**src/rtl/ts_event_pkg.sv**
```systemverilog
package ts_event_pkg;
  localparam int TS_W  = 32;
  localparam int IDX_W = 4;

  typedef enum logic [3:0] {
    EV_SW   = 4'd0,
    EV_ROLL = 4'd1,
    EV_HALF = 4'd2,
    EV_HW   = 4'd3,
    EV_RX   = 4'd4,
    EV_TX   = 4'd5
  } ev_kind_e;

  typedef struct packed {
    ev_kind_e         kind;
    logic [IDX_W-1:0] idx;
    logic [TS_W-1:0]  stamp;
  } ev_rec_t;

  // fixed slot positions, lower index wins arbitration
  localparam int SLOT_ROLL = 0;
  localparam int SLOT_HALF = 1;
  localparam int SLOT_PKT  = 2;
  localparam int SLOT_SW   = 3;
  localparam int SLOT_HW0  = 4;
endpackage

```
**src/rtl/ts_counter.sv**
```systemverilog
module ts_counter
  import ts_event_pkg::*;
#(
  parameter logic [TS_W-1:0] CNT_INIT = '0
) (
  input  logic            clk_i,
  input  logic            rst_ni,
  input  logic            load_i,
  input  logic [TS_W-1:0] load_val_i,
  output logic [TS_W-1:0] cnt_o,
  output logic            wrap_o,
  output logic            half_o
);
  localparam logic [TS_W-1:0] ALL_ONES = '1;
  localparam logic [TS_W-1:0] HALF_M1  = {1'b0, {(TS_W-1){1'b1}}};

  logic [TS_W-1:0] cnt_q;

  always_ff @(posedge clk_i or negedge rst_ni) begin
    if (!rst_ni)     cnt_q <= CNT_INIT;
    else if (load_i) cnt_q <= load_val_i;
    else             cnt_q <= cnt_q + 1'b1;
  end

  assign cnt_o  = cnt_q;
  assign wrap_o = !load_i && (cnt_q == ALL_ONES);
  assign half_o = !load_i && (cnt_q == HALF_M1);
endmodule

```
**src/rtl/ts_push_sync.sv**
```systemverilog
module ts_push_sync #(
  parameter int N      = 8,
  parameter int STAGES = 2
) (
  input  logic         clk_i,
  input  logic         rst_ni,
  input  logic [N-1:0] in_i,
  output logic [N-1:0] rise_o
);
  logic [N-1:0] sync_q [STAGES];
  logic [N-1:0] prev_q;

  always_ff @(posedge clk_i or negedge rst_ni) begin
    if (!rst_ni) begin
      for (int s = 0; s < STAGES; s++) sync_q[s] <= '0;
      prev_q <= '0;
    end else begin
      sync_q[0] <= in_i;
      for (int s = 1; s < STAGES; s++) sync_q[s] <= sync_q[s-1];
      prev_q <= sync_q[STAGES-1];
    end
  end

  assign rise_o = sync_q[STAGES-1] & ~prev_q;
endmodule

```
**src/rtl/ts_pkt_hold.sv**
```systemverilog
module ts_pkt_hold
  import ts_event_pkg::*;
#(
  parameter int PORT_W = 2
) (
  input  logic              clk_i,
  input  logic              rst_ni,
  input  logic              sof_i,
  input  logic              tx_i,
  input  logic [PORT_W-1:0] port_i,
  input  logic              vld_i,
  input  logic              bad_i,
  input  logic [TS_W-1:0]   cnt_i,
  output logic              fire_o,
  output ev_rec_t           rec_o
);
  logic    held_q;
  ev_rec_t rec_q;

  always_ff @(posedge clk_i or negedge rst_ni) begin
    if (!rst_ni) begin
      held_q <= 1'b0;
      rec_q  <= '0;
    end else if (sof_i) begin
      held_q <= 1'b1;
      rec_q  <= '{kind: (tx_i ? EV_TX : EV_RX), idx: IDX_W'(port_i), stamp: cnt_i};
    end else if (vld_i || bad_i) begin
      held_q <= 1'b0;
    end
  end

  // the verdict always refers to the capture already held
  assign fire_o = vld_i && held_q;
  assign rec_o  = rec_q;
endmodule

```
**src/rtl/ts_src_slots.sv**
```systemverilog
module ts_src_slots
  import ts_event_pkg::*;
#(
  parameter int NSRC = 12
) (
  input  logic            clk_i,
  input  logic            rst_ni,
  input  logic [NSRC-1:0] fire_i,
  input  ev_rec_t         rec_i [NSRC],
  output logic [NSRC-1:0] gnt_o,
  output logic            vld_o,
  output ev_rec_t         rec_o,
  output logic            drop_o
);
  logic [NSRC-1:0] pend_q;
  ev_rec_t         hold_q [NSRC];

  always_comb begin
    gnt_o = '0;
    for (int i = 0; i < NSRC; i++)
      if (pend_q[i] && gnt_o == '0) gnt_o[i] = 1'b1;
  end

  always_comb begin
    rec_o = '0;
    for (int i = 0; i < NSRC; i++)
      if (gnt_o[i]) rec_o = hold_q[i];
  end

  assign vld_o  = |pend_q;
  assign drop_o = |(fire_i & pend_q & ~gnt_o);

  for (genvar g = 0; g < NSRC; g++) begin : g_slot
    always_ff @(posedge clk_i or negedge rst_ni) begin
      if (!rst_ni) begin
        pend_q[g] <= 1'b0;
        hold_q[g] <= '0;
      end else if (fire_i[g] && (!pend_q[g] || gnt_o[g])) begin
        pend_q[g] <= 1'b1;
        hold_q[g] <= rec_i[g];
      end else if (gnt_o[g]) begin
        pend_q[g] <= 1'b0;
      end
    end
  end
endmodule

```
**src/rtl/ts_event_fifo.sv**
```systemverilog
module ts_event_fifo
  import ts_event_pkg::*;
#(
  parameter int DEPTH = 8
) (
  input  logic    clk_i,
  input  logic    rst_ni,
  input  logic    wr_i,
  input  ev_rec_t wr_rec_i,
  input  logic    rd_i,
  output logic    full_o,
  output logic    vld_o,
  output ev_rec_t rec_o
);
  localparam int AW = $clog2(DEPTH);

  logic [AW:0] wp_q, rp_q;
  ev_rec_t     mem_q [DEPTH];
  logic        empty, do_wr, do_rd;

  assign empty  = (wp_q == rp_q);
  assign full_o = (wp_q[AW] != rp_q[AW]) && (wp_q[AW-1:0] == rp_q[AW-1:0]);
  assign do_wr  = wr_i && !full_o;
  assign do_rd  = rd_i && !empty;

  always_ff @(posedge clk_i or negedge rst_ni) begin
    if (!rst_ni) begin
      wp_q <= '0;
      rp_q <= '0;
    end else begin
      if (do_wr) wp_q <= wp_q + 1'b1;
      if (do_rd) rp_q <= rp_q + 1'b1;
    end
  end

  always_ff @(posedge clk_i) begin
    if (do_wr) mem_q[wp_q[AW-1:0]] <= wr_rec_i;
  end

  assign vld_o = !empty;
  assign rec_o = mem_q[rp_q[AW-1:0]];
endmodule

```
**src/rtl/ts_event_unit.sv**
```systemverilog
module ts_event_unit
  import ts_event_pkg::*;
#(
  parameter int               HW_N       = 8,
  parameter int               PORT_W     = 2,
  parameter int               FIFO_DEPTH = 8,
  parameter int               SYNC_STG   = 2,
  parameter logic [TS_W-1:0]  CNT_INIT   = '0
) (
  input  logic              clk_i,
  input  logic              rst_ni,
  input  logic              ts_load_i,
  input  logic [31:0]       ts_load_val_i,
  input  logic              sw_push_i,
  input  logic [HW_N-1:0]   hw_push_i,
  input  logic              pkt_sof_i,
  input  logic              pkt_tx_i,
  input  logic [PORT_W-1:0] pkt_port_i,
  input  logic              pkt_vld_i,
  input  logic              pkt_bad_i,
  input  logic              ev_rd_i,
  output logic              ev_valid_o,
  output logic [3:0]        ev_kind_o,
  output logic [3:0]        ev_idx_o,
  output logic [31:0]       ev_stamp_o,
  output logic              ovf_o,
  input  logic              ovf_clr_i
);
  localparam int NSRC = SLOT_HW0 + HW_N;
  localparam logic [TS_W-1:0] HALF_STAMP = {1'b1, {(TS_W-1){1'b0}}};

  logic [TS_W-1:0] ts_cnt;
  logic            ts_wrap, ts_half;
  logic [HW_N-1:0] hw_rise;
  logic            pkt_fire;
  ev_rec_t         pkt_rec;
  logic [NSRC-1:0] src_fire;
  ev_rec_t         src_rec [NSRC];
  logic [NSRC-1:0] slot_gnt;
  logic            slot_vld, slot_drop;
  ev_rec_t         slot_rec;
  logic            fifo_full, fifo_vld;
  ev_rec_t         fifo_rec;
  logic            ovf_q;

  ts_counter #(.CNT_INIT(CNT_INIT)) u_cnt (
    .clk_i      (clk_i),
    .rst_ni     (rst_ni),
    .load_i     (ts_load_i),
    .load_val_i (ts_load_val_i),
    .cnt_o      (ts_cnt),
    .wrap_o     (ts_wrap),
    .half_o     (ts_half)
  );

  ts_push_sync #(.N(HW_N), .STAGES(SYNC_STG)) u_hw (
    .clk_i  (clk_i),
    .rst_ni (rst_ni),
    .in_i   (hw_push_i),
    .rise_o (hw_rise)
  );

  ts_pkt_hold #(.PORT_W(PORT_W)) u_pkt (
    .clk_i  (clk_i),
    .rst_ni (rst_ni),
    .sof_i  (pkt_sof_i),
    .tx_i   (pkt_tx_i),
    .port_i (pkt_port_i),
    .vld_i  (pkt_vld_i),
    .bad_i  (pkt_bad_i),
    .cnt_i  (ts_cnt),
    .fire_o (pkt_fire),
    .rec_o  (pkt_rec)
  );

  // wrap markers carry the value the counter takes at the crossing
  assign src_fire[SLOT_ROLL] = ts_wrap;
  assign src_rec[SLOT_ROLL]  = '{kind: EV_ROLL, idx: '0, stamp: '0};
  assign src_fire[SLOT_HALF] = ts_half;
  assign src_rec[SLOT_HALF]  = '{kind: EV_HALF, idx: '0, stamp: HALF_STAMP};
  assign src_fire[SLOT_PKT]  = pkt_fire;
  assign src_rec[SLOT_PKT]   = pkt_rec;
  assign src_fire[SLOT_SW]   = sw_push_i;
  assign src_rec[SLOT_SW]    = '{kind: EV_SW, idx: '0, stamp: ts_cnt};

  for (genvar g = 0; g < HW_N; g++) begin : g_hw
    assign src_fire[SLOT_HW0+g] = hw_rise[g];
    assign src_rec[SLOT_HW0+g]  = '{kind: EV_HW, idx: IDX_W'(g + 1), stamp: ts_cnt};
  end

  ts_src_slots #(.NSRC(NSRC)) u_slots (
    .clk_i  (clk_i),
    .rst_ni (rst_ni),
    .fire_i (src_fire),
    .rec_i  (src_rec),
    .gnt_o  (slot_gnt),
    .vld_o  (slot_vld),
    .rec_o  (slot_rec),
    .drop_o (slot_drop)
  );

  ts_event_fifo #(.DEPTH(FIFO_DEPTH)) u_fifo (
    .clk_i    (clk_i),
    .rst_ni   (rst_ni),
    .wr_i     (slot_vld),
    .wr_rec_i (slot_rec),
    .rd_i     (ev_rd_i),
    .full_o   (fifo_full),
    .vld_o    (fifo_vld),
    .rec_o    (fifo_rec)
  );

  // a new loss outranks a clear in the same cycle
  always_ff @(posedge clk_i or negedge rst_ni) begin
    if (!rst_ni)                                ovf_q <= 1'b0;
    else if (slot_drop || (slot_vld && fifo_full)) ovf_q <= 1'b1;
    else if (ovf_clr_i)                         ovf_q <= 1'b0;
  end

  assign ev_valid_o = fifo_vld;
  assign ev_kind_o  = fifo_rec.kind;
  assign ev_idx_o   = fifo_rec.idx;
  assign ev_stamp_o = fifo_rec.stamp;
  assign ovf_o      = ovf_q;
endmodule

```
**config.mk**
```make
export PLATFORM = sky130hd
export DESIGN_NAME = ts_event_unit
export DESIGN_NICKNAME = d
export VERILOG_FILES = /design/src/rtl/ts_event_pkg.sv /design/src/rtl/ts_counter.sv /design/src/rtl/ts_push_sync.sv /design/src/rtl/ts_pkt_hold.sv /design/src/rtl/ts_src_slots.sv /design/src/rtl/ts_event_fifo.sv /design/src/rtl/ts_event_unit.sv
export SDC_FILE = /design/constraint.sdc
export NUM_CORES = 1
export LEC_CHECK = 0
export BUFFER_PORTS_ARGS = -buffer_cell sky130_fd_sc_hd__clkbuf_2
export CAP_MARGIN = 10
export CORE_UTILIZATION = 65
export CTS_BUF_LIST = sky130_fd_sc_hd__clkbuf_16
export DETAILED_ROUTE_END_ITERATION = 7
export PLACE_DENSITY = 0.9
export SYNTH_ARGS = -nofsm -noshare
export SYNTH_HDL_FRONTEND = slang
export SYNTH_SLANG_ARGS = --single-unit
export TNS_END_PERCENT = 100
```
**constraint.sdc**
```tcl
create_clock -name clk_i -period 14.52 [get_ports clk_i]
set_input_delay 2.904 -clock clk_i [delete_from_list [all_inputs] [get_ports clk_i]]
set_output_delay 2.904 -clock clk_i [all_outputs]
set_load 0.02 [all_outputs]
```
## Word level (Yosys, flattened, before mapping)

Memory sizes are Yosys's and may differ from the RTL's.
Cells that the tools add are included.

| word-level totals | value |
|---|---|
| register bits | 457 |
| RAM bits | 320 |
| output and inout bits | 42 |
| logic and storage cells | 206 |
| memories kept | 1 |

| cells by class | value |
|---|---|
| add/sub/neg operators | 3 |
| equal/unequal tests | 5 |
| mux-type cells | 56 |
| bitwise operators | 6 |
| reduce and logical (&&, ||, !) cells | 85 |

Memory list:

| memory | depth | width | rd ports | clocked after Yosys merged registers in | write ports | RTL line | source |
|---|---|---|---|---|---|---|---|
| u_fifo.mem_q | 8 | 40 | 1 | 0 | 1 | ts_event_fifo.sv:18 | `ev_rec_t mem_q [DEPTH];` |

Operator list:

| cell | count |
|---|---|
| $mux 40 | 11 |
| $mux 1 | 43 |
| $mux 37 | 1 |
| $add 32x1->32 const B | 1 |
| $eq 32x31->1 const B | 1 |
| $eq 32x32->1 const B | 1 |
| $mux 32 | 1 |
| $logic_and 1x1->1 | 30 |
| $reduce_bool 2->1 | 14 |
| $and 12x12->12 | 2 |
| $reduce_or 12->1 | 2 |
| $logic_not 1->1 | 15 |
| $logic_or 1x1->1 | 14 |
| $not 12->12 | 1 |
| $logic_not 11->1 | 1 |
| $logic_not 10->1 | 1 |
| $logic_not 9->1 | 1 |
| $add 4x1->4 const B | 2 |
| $and 8x8->8 | 1 |
| $logic_not 8->1 | 1 |
| $not 8->8 | 1 |
| $logic_not 7->1 | 1 |
| $logic_not 6->1 | 1 |
| $logic_not 5->1 | 1 |
| 7 further kinds | 7 |

## Logic depth before layout (Yosys ltp)

Gate-level depths: netlist of run 1.

| logic depth | value |
|---|---|
| word-level depth | 39 |
| depth in mapped cells | 8 |
| mapped depth without buffers | 6 |

## Hierarchy

Synthesis of run 1 repeated with hierarchy kept, for this count alone.

| second synthesis, totals | value |
|---|---|
| cells, all modules | 2794 |
| area, all modules | 39402.8 um^2 |

Modules (own cells, without submodules):

| module | instances | cells an instance | area an instance (um^2) | sequential area each (um^2) |
|---|---|---|---|---|
| ts_src_slots | 1 | 1939 | 22634.2 | 12311.8 |
| ts_event_fifo | 1 | 519 | 12604.6 | 9809.4 |
| ts_counter | 1 | 213 | 1849.3 | 800.8 |
| ts_pkt_hold | 1 | 85 | 1554.0 | 925.9 |
| ts_push_sync | 1 | 32 | 710.7 | 600.6 |
| ts_event_unit | 1 | 6 | 50.0 | 25.0 |

## Least setup slack after synthesis of run 1

No wires, ideal clock.

| path | value |
|---|---|
| kind | reg-to-reg |
| from | register u_slots.pend_q[4] |
| to | memory u_fifo.mem_q[0][0] (netlist bit) (enable) |
| setup time | 533 ps |
| arrival | 4766 ps |
| slack | 9221 ps |
| stages on the path, launching flop included | 7 |
| path buffers | 2 |
| period minus slack after synthesis | 5299 ps |
| path through | dfrtp_1 -> buf_2 -> nor2_1 -> buf_2 -> nand3_2 -> o21ai_1 -> nor4_1 |

| between the ends | value |
|---|---|
| word-level cells in the longest chain between the ends | 4 |

RTL lines:

| what | RTL line | source |
|---|---|---|
| from (decl) | ts_src_slots.sv:15 | `logic [NSRC-1:0] pend_q;` |
| from (signal, indexed assignment) | ts_src_slots.sv:36 | `pend_q[g] <= 1'b0;` |
| from (signal, indexed assignment) | ts_src_slots.sv:39 | `pend_q[g] <= 1'b1;` |
| from (signal, indexed assignment) | ts_src_slots.sv:42 | `pend_q[g] <= 1'b0;` |
| $reduce_or 12->1 | ts_src_slots.sv:30 | `assign vld_o = \|pend_q;` |
| $logic_and 1x1->1 | ts_event_fifo.sv:23 | `assign do_wr = wr_i && !full_o;` |
| $mux 1 | ts_event_fifo.sv:37 | `if (do_wr) mem_q[wp_q[AW-1:0]] <= wr_rec_i;` |
| $mux 1 (implied by the code) | ts_event_fifo.sv:37 |  |
| to (decl) | ts_event_fifo.sv:18 |  |

Every way passes these cells.

## Final worst setup path of run 1

| path | value |
|---|---|
| from | register u_fifo.rp_q[0] |
| to | output port ev_stamp_o[22] |

| between the ends | value |
|---|---|
| word-level cells in the longest chain between the ends | 1 |

RTL lines:

| what | RTL line | source |
|---|---|---|
| from (decl) | ts_event_fifo.sv:17 | `logic [AW:0] wp_q, rp_q;` |
| from (signal assigned) | ts_event_fifo.sv:32 | `if (do_rd) rp_q <= rp_q + 1'b1;` |
| $mem_v2 8x40 | n/a |  |
| to (decl) | ts_event_unit.sv:25 | `output logic [31:0] ev_stamp_o,` |

Every way passes these cells.

==> results.toml, run 1 <==
[timing]
worst_pin_slew_ns = 1.31
fin_ws_ns = 8.21
clock.fmax_mhz = 158
finalCritPeriodShare_pct = 43.5
worst_slew_margin_rel_pct = 12.3
fin_tns_setup_ns = 0
finalSetupViolCount = 0
skew_ns = 0.0257
period_minus_slack_ns = 6.31
rsz0062_at_grt = "false"
slew_viol_final = 0
hold_viol = 0

[logic_synthesis]
synthMostInstantiatedCell = "dfrtp_1"
synth_top_area_share_pct = 35.1
ys_ff_latch = 760
postSynth.asyncResetShare_pct = 58.9
synth_top_flop_cell = "dfrtp_1"
syn_inst = 2109
yosysTopAreaCell = "dfrtp_1"
yosysSeqAreaShare_pct = 64.3
syn-cell-area_um2 = 32000
synth_fp_nets = 2164
ys.warnings.count = 0
avgSynthCellArea_um2 = 15.2
synth.area.top_cells = "dfrtp_1 35%, edfxtp_1 29%, mux2_2 14%, mux4_2 5.5%, clkbuf_1 1.3%"
yosys-top-cells-count = "448 x dfrtp_1, 397 x mux2_2, 312 x edfxtp_1"
synth_edf_count = 312
ys_types = 71

[power]
power_per_cell_area_nw_per_um2 = 194
p_leak_nw = 13.8
ir_drop_v = 0.000138
power_mw = 6.81

[floorplan]
dieArea_um2 = 50100
initial_core_util_pct = 66.4
fp-row-count = 80
die_h_um = 224
die_w_um = 224
core_um2 = 48100
ios = 94

[grt]
track_usage_pct = 30.4
grt_max_degree = 178
gr-total-overflow = 0
grt_pass1_vias = 20000
antenna_found_initial = 1
grt_pass1_wl_um = 115000

[setup_path]
critPathMaxFanout = 50
end_kind = "output pin"
reg2regPathDepth = 5
required_ns = 11.62
startpoint = "u_fifo.rp_q[0]$_DFFE_PN0P_"
critPathKind = "flop to output pin"
arrival_ns = 3.41
worstReg2RegStart = "u_slots.pend_q[5]$_DFFE_PN0P_"
start_kind = "flop"

[final_layout]
areaGrowthSynthToFinish_pct = 9.98
drive_gt1_share_pct = 33.3
nets = 2191
final_design_area_no_fill_um2 = 35200
final_core_util_pct = 73.1

[routing]
drt_wl_total_um = 73900
drt_iter0_drc = 1951
route.detailed.drc = 0
vias = 19200
ant_nets = 0
first_pass_iters = 6
viasPerCell = 6.74
avgRoutedWirePerCell_um = 25.9

[placement]
io_buffer_count = 92
dpl.hpwl_um = 42700
dpl_cell_area_um2 = 32900
gp_congestion = 0.873
place_ws_ns = 8.74

[clocking]
postCtsResizedCells = 0
clk_pin_slew_ns = 0.06
clockBufferDepth = 3
cts_root_buffer = "clkbuf_16"
clock_latency_ns = 0.61
cts_tree = "done"
cts_hold_buf = 0
cts_sinks = 760
h-tree-depth = 3
cts_buffers = 72
cts_setup_buffers = 0

[hold_path]
hp-start = "u_hw.sync_q[8]$_DFF_PN0_"
hold_depth = 0
min_path_type = "flop to flop"

[outcome]
status = "finished clean"

[job]
maxCapViolations = 0
[path summary, 6_finish.rpt]
| path | slack, ns | endpoint |
|---|---|---|
| setup reg to reg | 10.50 | u_fifo.mem_q[0][13]$_DFFE_PP_ |
| min in group asynchronous | 2.33 | u_pkt.rec_o[7]$_DFFE_PN0P_ |
| hold reg to reg | 0.35 | u_hw.sync_q[0]$_DFF_PN0_ |
| hold / removal | 0.35 | u_hw.sync_q[0]$_DFF_PN0_ |
| max in group asynchronous | 9.77 | u_slots.hold_q[24]$_DFFE_PN0P_ |
| setup / recovery | 8.21 | ev_stamp_o[22] |
[registers in the layout, summed over array words and instances (netlist names)]
| name | cells |
|---|---|
| u_cnt.cnt_o | 32 |
| ovf_o | 1 |
| u_slots.pend_q | 12 |
| u_pkt.held_q | 1 |
| u_slots.hold_q | 334 |
| u_fifo.mem_q | 312 |
| u_fifo.rp_q | 4 |
| u_pkt.rec_o | 36 |
| u_fifo.wp_q | 4 |
| u_hw.prev_q | 8 |
| u_hw.sync_q | 16 |
[routing by layer]
| metal | global-route usage, % | part of all wire [%] |
|---|---|---|
| met1 | 40.3 | 39 |
| met2 | 49.6 | 49 |
| met3 | 6.89 | 8.7 |
| met4 | 11.5 | 3.0 |
| met5 | 0 | 0 |
[power by group]
part | internal, mW | switching, mW | total, mW
logic | 0.802 | 0.906 | 1.71
clock network | 1.04 | 0.784 | 1.83
registers | 2.90 | 0.377 | 3.28
[layout by cell type, fill, tap and decap left out, types with 5 or more instances in the layout]
cell,Yosys,layout
a21boi_0,6,6
a21o_1,8,8
a21oi_1,43,42
a221oi_1,31,31
a22oi_1,56,56
a32oi_1,6,6
and2_1,7,7
and3_1,11,11
and4_1,6,6
buf_4,5,29
bufinv_16,0,5
clkbuf_16,0,77
clkbuf_2,0,91
clkinv_1,2,18
clkinv_2,0,13
dfrtp_1,448,445
edfxtp_1,312,312
inv_1,9,24
mux2_2,397,397
mux2i_1,24,24
mux4_2,78,78
nand2_1,87,86
nand2b_1,48,47
nand3_1,42,41
nand4_1,16,16
nor2_1,46,43
nor2b_1,10,8
nor3_1,13,9
nor3_2,1,5
o211ai_1,28,28
o21ai_0,38,38
o22ai_1,64,64
o32ai_1,5,5
or2_2,5,5
xnor2_1,22,22
xor2_1,17,17
[metrics by stage]
stage | hold slack [ns] | instances
2_1_floorplan | 0.331 | 2109
3_3_place_gp | 0.333 | 2718
3_5_place_dp | 0.335 | 2718
4_1_cts | 0.348 | 2848
5_1_grt | 0.355 | 2848
6_report | 0.347 | 2849
[critical path, stage by stage, from the launching register on]
cell      delay (ns)
dfrtp_4         1.06
buf_4           0.68
mux4_2          0.59
mux2_2          0.29
clkbuf_2        0.16
[cells by family (layout without fill, tap and decap cells)]
family | after synthesis | after routing | synth area share, %
flops | 760 | 760 | 64.3
mux | 501 | 501 | 20.3
simple gates | 313 | 313 | 5.11
compound gates | 311 | 311 | 6.66
buf+inv | 181 | 264 | 2.40
xor+xnor | 39 | 39 | 1.07
fa+ha+maj | 3 | 3 | 0.117
other cells | 1 | 2 | 0.0117
[layout make-up]
type | instances | area (um2)
Sequential cell | 760 | 20600
Fill cell | 2792 | 13000
Multi-Input combinational cell | 1168 | 10700
Clock buffer | 77 | 1930
Tap cell | 656 | 821
Timing Repair Buffer | 122 | 708
Clock inverter | 53 | 364
Inverter | 12 | 45.0
Antenna cell | 1 | 2.50
Note: power is estimated with default switching activity, not from simulation.
==> run 2: changes to the inputs <==
ABC_AREA = 1   (was unset)
CORE_UTILIZATION = 56   (was 65)
PLACE_DENSITY = 0.83   (was 0.9)
clock period = 5.6 ns   (was 14.52 ns; I/O delays follow)
==> run 2 against run 1 <==
Clock power grew to 2.8 times the previous value. Critical path depth is 2 higher. Worst setup slack worse by 7.1 ns. Clock skew is 0.0072 ns higher. Die area is 14% higher. Final cell count is 42% higher. Design area is 0.52% lower. Sequential power grew to 2.6 times the previous value. Register-to-register slack worse by 8.3 ns. Global-route usage is 4.2 points lower. Core utilization is 9.9 points lower. Area after synthesis is 1.3% lower.
==> results.toml, run 2 <==
[outcome]
status = "finished clean"

[timing]
finalCritPeriodShare_pct = 80.7
rsz0062_at_grt = "false"
fin_tns_setup_ns = 0
finalSetupViolCount = 0
skew_ns = 0.0329
slew_viol_final = 0
clock.fmax_mhz = 221
fin_ws_ns = 1.08
hold_viol = 0
worst_slew_margin_rel_pct = 18.5
worst_pin_slew_ns = 1.22
period_minus_slack_ns = 4.52

[final_layout]
areaGrowthSynthToFinish_pct = 10.8
fin_cells = 4055
nets = 3301
regMostFlops = "u_slots.hold_q"
largest_register_ffs = 334
drive_gt1_share_pct = 8.77
final_common_cell = "nand2_1"
final_cell_mix = "816 x nand2_1, 482 x o21ai_0, 446 x dfrtp_1"
nFillCells = 4221

[clocking]
cts_root_buffer = "clkbuf_16"
h-tree-depth = 3
cts_setup_buffers = 0
cts_sinks = 760
clk_pin_slew_ns = 0.06
postCtsResizedCells = 0
clockBufferDepth = 3
cts_hold_buf = 0
clock_latency_ns = 0.64
cts_buffers = 79
cts_tree = "done"

[logic_synthesis]
avgSynthCellArea_um2 = 9.76
synthXorXnorAreaFrac_pct = 0.555
yosysTopAreaCell = "dfrtp_1"
ys_ff_latch = 760
ys_types = 36
synth_top_flop_cell = "dfrtp_1"
syn_inst = 3236
yosys-top-cells-count = "825 x nand2_1, 483 x o21ai_0, 448 x dfrtp_1"
ys.warnings.count = 0
synthMuxAreaShare_pct = 0.0357
postSynth.asyncResetShare_pct = 58.9
synthMostInstantiatedCell = "nand2_1"
synth_edf_count = 312
synth.area.top_cells = "dfrtp_1 36%, edfxtp_1 30%, nand2_1 9.8%, o21ai_0 7.7%, nor2_1 4.7%"
synth_top_area_share_pct = 35.5
syn-cell-area_um2 = 31600
synth_compound_area_share_pct = 11.1
synth_fa_ha_area_share_pct = 0.119
yosysSeqAreaShare_pct = 65.2
synth_fp_nets = 3291
yosys.area_share.simple_pct = 17.9
synth_top_family_by_area = "simple AND/OR/NAND/NOR gates"

[routing]
drt_iter0_drc = 2509
vias = 23100
route.detailed.drc = 0
topRoutingLayerUsed = "met4"
first_pass_iters = 6
drt-met1-wl_um = 31700
viasPerCell = 5.70
avgRoutedWirePerCell_um = 18.2
drt_wl_total_um = 73900
wl_met2_um = 34600
ant_nets = 0
route.met3.wl_um = 5920

[setup_path]
critical_path.cell_chain = "buf_4, o21ai_0, o22ai_1, nor2_1, a31oi_1, clkbuf_2"
end_kind = "output pin"
start_kind = "flop"
required_ns = 4.48
reg2regPathDepth = 8
slowest_delay_ns = 0.94
critPathKind = "flop to output pin"
critPathMaxFanout = 112
crit_path_top_delay_cell = "buf_4"
arrival_ns = 3.40

[grt]
gr-total-overflow = 0
grt_pass1_wl_um = 117000
track_usage_pct = 26.1
grt_pass1_vias = 21900
grt_max_degree = 129
antenna_found_initial = 1

[job]
maxCapViolations = 0

[floorplan]
die_h_um = 239
die_w_um = 239
core_um2 = 55400
dieArea_um2 = 57300
initial_core_util_pct = 57.0
fp-row-count = 86
ios = 94

[placement]
place_ws_ns = 1.79
dpl.hpwl_um = 44400
gp_congestion = 0.992
dp.cells = 3913
io_buffer_count = 92

[power]
p_leak_nw = 14.9
power_per_cell_area_nw_per_um2 = 523
ir_drop_v = 0.000518

[hold_path]
min_path_type = "flop to flop"
hold_depth = 0
-- run 2: logic make-up after synthesis --
logic type / after synthesis
and+or+nand+nor: 1398
DFF: 760
AOI/OAI and AO/OA: 657
buffers and inverters: 396
xor gates and xnor gates: 20
adders and majority gates: 3
other: 1
muxes: 1
-- run 2: final timing paths --
path / start / slack [ns] / endpoint
min reg2reg: u_hw.sync_q[8]$_DFF_PN0_ / 0.34 / u_hw.sync_q[0]$_DFF_PN0_
max reg2reg: u_fifo.rp_q[0]$_DFFE_PN0P_ / 2.20 / u_fifo.mem_q[6][28]$_DFFE_PP_
min in group asynchronous: rst_ni / 0.51 / u_pkt.rec_o[24]$_DFFE_PN0P_
min: u_hw.sync_q[8]$_DFF_PN0_ / 0.34 / u_hw.sync_q[0]$_DFF_PN0_
max: u_fifo.rp_q[0]$_DFFE_PN0P_ / 1.08 / ev_stamp_o[17]
max in group asynchronous: rst_ni / 3.96 / u_slots.hold_q[42]$_DFFE_PN0P_
-- run 2: area by class of cell --
cell class              instances  area [um2]  share of cell area [%]
repair buffers                119         736                    2.10
clock inverters                59         439                    1.25
flip-flops and latches        760       20600                    58.8
inverters                     206         776                    2.22
well taps                     748         936                    2.67
diodes                          1        2.50                 0.00715
clock buffers                  82        2050                    5.86
multi-input cells            2080        9470                    27.1
-- run 2: per-layer routing --
layer / track usage (%) / vias to the layer above
li1: - / 10800
met1: 37.7 / 11200
met2: 40.9 / 977
met3: 4.09 / 128
met4: 8.55 / 0
met5: 0 / -
-- run 2: per-stage QoR --
stage	total power, mW	instance area (um2)	util [%]	hold WS, ns
after floorplan	11.6	31600	-	0.331
after global placement	13.0	32500	58.6	0.333
after detailed placement	13.3	32500	58.6	0.335
after CTS	18.3	35000	63.1	0.348
after global routing	19.3	35000	63.1	0.351
final	18.3	35000	63.1	0.344
-- run 2: power breakdown --
| group | internal [mW] | total (mW) | switching (mW) |
|---|---|---|---|
| Sequential | 7.69 | 8.43 | 0.747 |
| Clock | 2.89 | 5.04 | 2.16 |
| Combinational | 1.40 | 4.83 | 3.43 |
-- run 2: worst max-delay path: cells and delay by family (launching register included) --
kind	cells	cell delay, ns
AOI/OAI and AO/OA	3	0.70
and+or+nand+nor	1	0.08
buffers and inverters	2	1.15
DFF	1	0.77
